## src/rtl/ret_pkg.sv

```systemverilog
package ret_pkg;
    localparam int XLEN = 64;
    localparam int SELW = 16;
    localparam int NBW  = 4;

    localparam logic [7:0] OPC_NEAR     = 8'hC3;
    localparam logic [7:0] OPC_NEAR_IMM = 8'hC2;
    localparam logic [7:0] OPC_FAR      = 8'hCB;
    localparam logic [7:0] OPC_FAR_IMM  = 8'hCA;

    typedef enum logic [1:0] {
        FK_NONE  = 2'd0,
        FK_STACK = 2'd1,
        FK_GPROT = 2'd2
    } fault_kind_e;

    typedef enum logic [2:0] {
        ST_IDLE, ST_CHECK, ST_RIP, ST_WIP, ST_RCS, ST_WCS, ST_FIN
    } seq_state_e;

    typedef struct packed {
        logic           valid;
        logic           far;
        logic           has_imm;
        logic [NBW-1:0] nbytes;
    } ret_ctl_t;

    function automatic logic [XLEN-1:0] addr_mask(input logic [XLEN-1:0] a, input logic [1:0] asz);
        case (asz)
            2'd0:    addr_mask = {{(XLEN-16){1'b0}}, a[15:0]};
            2'd1:    addr_mask = {{(XLEN-32){1'b0}}, a[31:0]};
            default: addr_mask = a;
        endcase
    endfunction

    function automatic logic [XLEN-1:0] sp_advance(input logic [XLEN-1:0] sp,
                                                   input logic [XLEN-1:0] d,
                                                   input logic [1:0] asz);
        case (asz)
            2'd0:    sp_advance = {sp[XLEN-1:16], sp[15:0] + d[15:0]};
            2'd1:    sp_advance = {sp[XLEN-1:32], sp[31:0] + d[31:0]};
            default: sp_advance = sp + d;
        endcase
    endfunction

    function automatic logic [XLEN-1:0] width_mask(input logic [XLEN-1:0] v, input logic [NBW-1:0] nb);
        case (nb)
            4'd2:    width_mask = {{(XLEN-16){1'b0}}, v[15:0]};
            4'd4:    width_mask = {{(XLEN-32){1'b0}}, v[31:0]};
            default: width_mask = v;
        endcase
    endfunction
endpackage

```

## src/rtl/ret_decode.sv

```systemverilog
module ret_decode
    import ret_pkg::*;
(
    input  logic [7:0] opcode,
    input  logic [1:0] size_sel,
    input  logic       long_mode,
    output ret_ctl_t   ctl
);
    always_comb begin
        ctl = '0;
        ctl.valid = 1'b1;
        case (opcode)
            OPC_NEAR:     begin ctl.far = 1'b0; ctl.has_imm = 1'b0; end
            OPC_NEAR_IMM: begin ctl.far = 1'b0; ctl.has_imm = 1'b1; end
            OPC_FAR:      begin ctl.far = 1'b1; ctl.has_imm = 1'b0; end
            OPC_FAR_IMM:  begin ctl.far = 1'b1; ctl.has_imm = 1'b1; end
            default:      ctl.valid = 1'b0;
        endcase
        case (size_sel)
            2'd0:    ctl.nbytes = 4'd2;
            2'd1:    ctl.nbytes = 4'd4;
            2'd2:    ctl.nbytes = 4'd8;
            default: ctl.nbytes = (long_mode && !ctl.far) ? 4'd8 : 4'd4;
        endcase
    end
endmodule

```

## src/rtl/ret_stack_chk.sv

```systemverilog
module ret_stack_chk
    import ret_pkg::*;
(
    input  logic [XLEN-1:0] sp,
    input  logic [1:0]      asz,
    input  logic [NBW:0]    need,
    input  logic [XLEN-1:0] lo,
    input  logic [XLEN-1:0] hi,
    output logic [XLEN-1:0] eff_addr,
    output logic            in_bounds
);
    logic [XLEN:0] last_byte;

    always_comb begin
        eff_addr  = addr_mask(sp, asz);
        last_byte = {1'b0, eff_addr} + (XLEN+1)'(need) - (XLEN+1)'(1);
        in_bounds = (eff_addr >= lo) && (last_byte <= {1'b0, hi});
    end
endmodule

```

## src/rtl/ret_sequencer.sv

```systemverilog
module ret_sequencer
    import ret_pkg::*;
(
    input  logic             clk,
    input  logic             rst,
    input  logic             start,
    input  logic [7:0]       opcode,
    input  logic [15:0]      imm,
    input  logic [1:0]       size_sel,
    input  logic [1:0]       stk_size,
    input  logic             long_mode,
    input  logic [XLEN-1:0]  sp_in,
    input  logic [XLEN-1:0]  stk_lo,
    input  logic [XLEN-1:0]  stk_hi,
    input  logic [XLEN-1:0]  cs_limit,
    output logic             mem_re,
    output logic [XLEN-1:0]  mem_addr,
    input  logic [XLEN-1:0]  mem_rdata,
    output logic             busy,
    output logic             done,
    output logic             fault,
    output logic [1:0]       fault_kind,
    output logic [XLEN-1:0]  ip_out,
    output logic [SELW-1:0]  cs_out,
    output logic [XLEN-1:0]  sp_out
);
    seq_state_e      state;
    ret_ctl_t        ctl_d, ctl_q;
    logic [1:0]      asz_q;
    logic [15:0]     imm_q;
    logic [XLEN-1:0] lo_q, hi_q, cslim_q, sp_cur, ip_tmp;
    logic [SELW-1:0] cs_tmp;
    logic [NBW:0]    need;
    logic [XLEN-1:0] eff_addr;
    logic            stk_ok;
    logic [XLEN-1:0] release_amt;

    ret_decode u_decode (
        .opcode    (opcode),
        .size_sel  (size_sel),
        .long_mode (long_mode),
        .ctl       (ctl_d)
    );

    assign need = ctl_q.far ? {ctl_q.nbytes, 1'b0} : {1'b0, ctl_q.nbytes};

    ret_stack_chk u_stack_chk (
        .sp        (sp_cur),
        .asz       (asz_q),
        .need      (need),
        .lo        (lo_q),
        .hi        (hi_q),
        .eff_addr  (eff_addr),
        .in_bounds (stk_ok)
    );

    assign busy        = (state != ST_IDLE);
    assign mem_re      = (state == ST_RIP) || (state == ST_RCS);
    assign mem_addr    = eff_addr;
    assign release_amt = ctl_q.has_imm ? {{(XLEN-16){1'b0}}, imm_q} : '0;

    always_ff @(posedge clk) begin
        if (rst) begin
            state      <= ST_IDLE;
            ctl_q      <= '0;
            asz_q      <= '0;
            imm_q      <= '0;
            lo_q       <= '0;
            hi_q       <= '0;
            cslim_q    <= '0;
            sp_cur     <= '0;
            ip_tmp     <= '0;
            cs_tmp     <= '0;
            done       <= 1'b0;
            fault      <= 1'b0;
            fault_kind <= FK_NONE;
            ip_out     <= '0;
            cs_out     <= '0;
            sp_out     <= '0;
        end else begin
            done  <= 1'b0;
            fault <= 1'b0;
            case (state)
                ST_IDLE: if (start) begin
                    ctl_q   <= ctl_d;
                    asz_q   <= stk_size;
                    imm_q   <= imm;
                    lo_q    <= stk_lo;
                    hi_q    <= stk_hi;
                    cslim_q <= cs_limit;
                    sp_cur  <= sp_in;
                    state   <= ST_CHECK;
                end
                ST_CHECK: begin
                    if (!ctl_q.valid) begin
                        fault <= 1'b1; fault_kind <= FK_GPROT; state <= ST_IDLE;
                    end else if (!stk_ok) begin
                        fault <= 1'b1; fault_kind <= FK_STACK; state <= ST_IDLE;
                    end else begin
                        state <= ST_RIP;
                    end
                end
                ST_RIP: state <= ST_WIP;
                ST_WIP: begin
                    ip_tmp <= width_mask(mem_rdata, ctl_q.nbytes);
                    sp_cur <= sp_advance(sp_cur, {{(XLEN-NBW){1'b0}}, ctl_q.nbytes}, asz_q);
                    state  <= ctl_q.far ? ST_RCS : ST_FIN;
                end
                ST_RCS: state <= ST_WCS;
                ST_WCS: begin
                    cs_tmp <= mem_rdata[SELW-1:0];
                    sp_cur <= sp_advance(sp_cur, {{(XLEN-NBW){1'b0}}, ctl_q.nbytes}, asz_q);
                    state  <= ST_FIN;
                end
                ST_FIN: begin
                    state <= ST_IDLE;
                    if (ip_tmp > cslim_q) begin
                        fault <= 1'b1; fault_kind <= FK_GPROT;
                    end else begin
                        ip_out     <= ip_tmp;
                        if (ctl_q.far) cs_out <= cs_tmp;
                        sp_out     <= sp_advance(sp_cur, release_amt, asz_q);
                        fault_kind <= FK_NONE;
                        done       <= 1'b1;
                    end
                end
                default: state <= ST_IDLE;
            endcase
        end
    end

    // Reads stay inside the stack window latched at start
    assert_read_in_window_R4: assert property (@(posedge clk) disable iff (rst)
        mem_re |-> (mem_addr >= lo_q) &&
                   (({1'b0, mem_addr} + (XLEN+1)'(ctl_q.nbytes) - (XLEN+1)'(1)) <= {1'b0, hi_q}));

    assert_near_keeps_sel_R2: assert property (@(posedge clk) disable iff (rst)
        (done && !ctl_q.far) |-> $stable(cs_out));

    assert_narrow_ip_R5: assert property (@(posedge clk) disable iff (rst)
        (done && ctl_q.nbytes == 4'd2) |-> (ip_out[XLEN-1:16] == '0));

    assert_fault_no_commit_R8: assert property (@(posedge clk) disable iff (rst)
        fault |-> ($stable(ip_out) && $stable(cs_out) && $stable(sp_out)));

    assert_exclusive_R8: assert property (@(posedge clk) disable iff (rst)
        !(done && fault));

    assert_pulse_done_R8: assert property (@(posedge clk) disable iff (rst)
        done |=> !done);

    assert_pulse_fault_R8: assert property (@(posedge clk) disable iff (rst)
        fault |=> !fault);

    assert_fault_kind_set_R8: assert property (@(posedge clk) disable iff (rst)
        fault |-> (fault_kind != FK_NONE));
endmodule

```

## config.mk

```make
export PLATFORM = sky130hd
export DESIGN_NAME = ret_sequencer
export DESIGN_NICKNAME = d
export VERILOG_FILES = /design/src/rtl/ret_pkg.sv /design/src/rtl/ret_decode.sv /design/src/rtl/ret_stack_chk.sv /design/src/rtl/ret_sequencer.sv
export SDC_FILE = /design/constraint.sdc
export NUM_CORES = 2
export LEC_CHECK = 0
export ABC_AREA = 1
export BUFFER_PORTS_ARGS = -buffer_cell sky130_fd_sc_hd__buf_2
export CAP_MARGIN = 20
export CORE_AREA = 4 4 250 252
export DETAILED_ROUTE_END_ITERATION = 16
export DIE_AREA = 0 0 254 256
export MAX_ROUTING_LAYER = met4
export PLACE_DENSITY = 0.78
export SLEW_MARGIN = 20
export SYNTH_ARGS = -nofsm -noshare
export SYNTH_HDL_FRONTEND = slang
export SYNTH_SLANG_ARGS = --single-unit
```

## constraint.sdc

```tcl
create_clock -name clk -period 4.9 [get_ports clk]
set_input_delay 0.245 -clock clk [delete_from_list [all_inputs] [get_ports clk]]
set_output_delay 0.245 -clock clk [all_outputs]
set_load 0.02 [all_outputs]
```

==> results.md <==
* Clock Power Share at 31.3%
* Cell Rows at 90
* Period utilization at 96.4%
* I/O pin total at 566
* Non-filler cells, final at 6418
* Core Util, Final at 70.1%
* Cell area after synthesis at 0.0310 mm2
* Routed len/inst at 21.2 um
* Routability cong. at 1.08
* Synth top area share at 33.0%
* Crit path top cell by count: nand2_1
* Area contributors post-synth: dfxtp_1 33%, ha_1 11%, a21oi_1 8.9%
* Post-synth EDFFs at 0
* Final Hold Fails at 0
* Pre-CTS WS at -0.188 ns
* Worst setup SP type: flop
* Initial core utilization at 51.6%
* Status: finished, final reports clean
* Fraction of layout instances using a drive strength above 1 at 20.9%
* Post-Syn Instances at 4485
* Worst Path Required at 5.44 ns
* Fmax at 212 MHz
* Fin crit period at 4.72 ns
* # nets final at 6213
* Post-DP HPWL at 96900 um
* Unrepaired setup endpoints after global routing: true
* Total gr overflow at 0
* Routed WL at 136000 um
* HP Class: in2reg
* Core ar. at 0.0601 mm2
* Yosys warns at 0
* Post-synth ARST share at 0%
* P_sw at 4.75 mW
* Vias per Instance at 5.73
* Ys flop type: dfxtp_1
* Sequential share of power at 33.1%
* Die area at 0.0650 mm2
* Final Slew Violations at 0
* Lkg Pwr at 20.8 nW
* Worst slew margin at 26.7%
* Sw frac at 35.1%
* CP endpoint kind: flop
* Clk_lat worst skew at 0.65 ns
* Port bufs at 565
* Placed cells at 5993
* Clock slew at reported path FFs at 0.06 ns
* Seq/Total Area, Yosys at 33.0%
* Max Clock Skew at 0.0463 ns
* Final Setup Violations at 0
* Area delta synth->final at 35.9%
* Worst Path Max Fanout at 3
* Slowest cell on crit path: fa_2
* Die W at 254 um
* Vias in the first global route at 36000
* Mean post-synth cell area at 6.92 um2
* Slowest stage delay, CP at 0.37 ns
* TritonCTS buffer count at 53
* Distinct cells, synth at 64
* Leading area contributor after synthesis: dfxtp_1
* 1st-iter DRT viols at 3895
* Clk sink count at 511
* Total internal power at 8.80 mW
* CTS tree: built
* Total number of vias at 36800
* CTS max path bufs at 3
* Slew @ Worst Pin at 1.10 ns
* GR Util All Layers at 40.6%
* ANT nets after route at 0
* Root Driver: clkbuf_16
* Crit Path Class: reg2reg
* First-pass iteration count of the detailed router at 9
* Mapped Nets at 5118
* Residual DRC count at 0
* Worst setup slack after layout at 0.178 ns
* Largest net degree at the start of global routing at 232
* Initial antenna violation count at 15
* H-Tree Depth at 2
* Die H at 256 um
* #FFs+latches synth at 511
* Global-route wire length before repair at 202000 um
* Crit path DAT at 5.26 ns
* Combinational power share at 35.6%
* Max cap viols at 0
* Maximum vdd drop at 0.339 mV
* Power per Cell Area at 321 mW/mm2
[cell usage after synthesis, types with 3 or more instances]
cell,count
xor2_1,95
dfxtp_1,511
buf_4,16
inv_2,18
a21o_1,7
nand2_1,635
nor3_2,3
nand3_1,150
o21bai_1,7
o221ai_1,3
o21ai_0,536
buf_2,18
nor4_1,20
nor2_1,498
a21boi_0,4
ha_1,278
o21a_1,7
o2111ai_1,7
clkbuf_1,162
fa_1,3
buf_1,8
a31oi_1,28
o21ai_1,15
a21oi_1,554
nand2_2,9
xnor2_1,22
o211ai_1,29
nand4_1,32
nor2_2,13
inv_1,620
nand3b_1,5
a221oi_1,43
o21ai_2,4
a21oi_2,9
and3_1,5
nor3_1,67
a211oi_1,11
[cells by family (layout without fill, tap and decap cells)]
| group | after synthesis | after routing | synth area share, % |
|---|---|---|---|
| buffers and inverters | 845 | 1983 | 10.5 |
| other | 0 | 13 | 0 |
| AOI/OAI and AO/OA | 1279 | 1279 | 22.3 |
| and+or+nand+nor | 1452 | 1452 | 19.5 |
| adders and majority gates | 281 | 281 | 11.4 |
| DFF | 511 | 511 | 33.0 |
| xor gates and xnor gates | 117 | 117 | 3.30 |
[critical path: cells and delay by family, from the launching register on]
| kind | cells | cell delay (ns) |
|---|---|---|
| compound gates | 5 | 0.99 |
| xor+xnor | 1 | 0.14 |
| fa+ha+maj | 4 | 1.06 |
| buf+inv | 4 | 0.32 |
| flops | 1 | 0.33 |
| simple gates | 21 | 1.74 |
[stage by stage]
step	area, um2	hold slack, ns	total power [mW]	setup TNS, ns
2_1_floorplan	31000	0.380	6.97	0
3_3_place_gp	36800	0.446	8.79	-0.225
3_5_place_dp	36800	0.452	8.83	-0.510
4_1_cts	41800	0.00471	13.2	0
5_1_grt	42200	0.00519	14.2	-0.903
6_report	42200	0.0187	13.6	0
[layout by cell type (no fill, tap or decap), drive strengths merged, types with 8 or more instances in the layout]
master,synthesis,layout
a211oi,11,11
dlygate4sd3,0,310
buf,44,936
clkbuf,162,74
a31oi,28,28
dfxtp,511,511
nand3,152,152
o21bai,8,8
o21ai,555,555
clkinv,1,16
nor2,514,514
xor2,95,95
nor3,71,71
diode,0,13
ha,278,278
nor4,21,21
o211ai,29,29
inv,638,642
a21oi,563,563
nand2,645,645
nand4,32,32
a221oi,44,44
xnor2,22,22
[layer usage]
metal,vias up,global-route usage (%),wire [um]
met5,-,-,0
met4,0,22.7,9980
met3,624,7.19,12300
met2,2183,66.7,63100
met1,16900,46.8,50800
li1,17100,-,-
[what timing repair did]
item,in CTS,in global routing
gates cloned,0,0
endpoints found under the hold margin,326,0
buffers inserted,2,3
resized for setup,19,72
pin swaps,7,36
setup endpoints to repair,4,4
hold buffers,310,0
[power groups by stage]
stage          combinational [mW]  sequential, mW  clock [mW]
6_report                     4.83            4.49        4.24
5_1_grt                      5.29            4.50        4.41
4_1_cts                      4.54            4.48        4.22
3_5_place_dp                 4.26            4.57           0
3_3_place_gp                 4.23            4.56           0
2_1_floorplan                2.42            4.55           0
[cell type report]
class,instances,area (um2)
fillers,4883,18000
multi-input cells,3129,17900
flip-flops and latches,511,10200
repair buffers,1246,8770
inverters,639,2420
clock buffers,74,1540
well taps,782,978
clock inverters,24,263
diodes,13,32.5
[flip-flops by register name, summed over array words and instances (netlist names), 6 cells and up]
| name | count |
|---|---|
| sp_out | 64 |
| cslim_q | 64 |
| ip_tmp | 64 |
| hi_q | 64 |
| ip_out | 64 |
| lo_q | 64 |
| ctl_q | 6 |
| cs_tmp | 16 |
| sp_cur | 64 |
| cs_out | 16 |
| imm_q | 16 |
[worst paths after layout]
check | startpoint | endpoint | slack [ns] | depth (start not counted)
worst min register to register | cs_out[10] | cs_out[10] | 0.46 | 2
worst max-delay path | ctl_q[1] | fault_kind[1] | 0.18 | 35
worst max register to register | ctl_q[1] | fault_kind[1] | 0.18 | 35
worst min-delay path | cs_limit[45] | cslim_q[45] | 0.02 | 3
(Power assumes the default switching activity.)
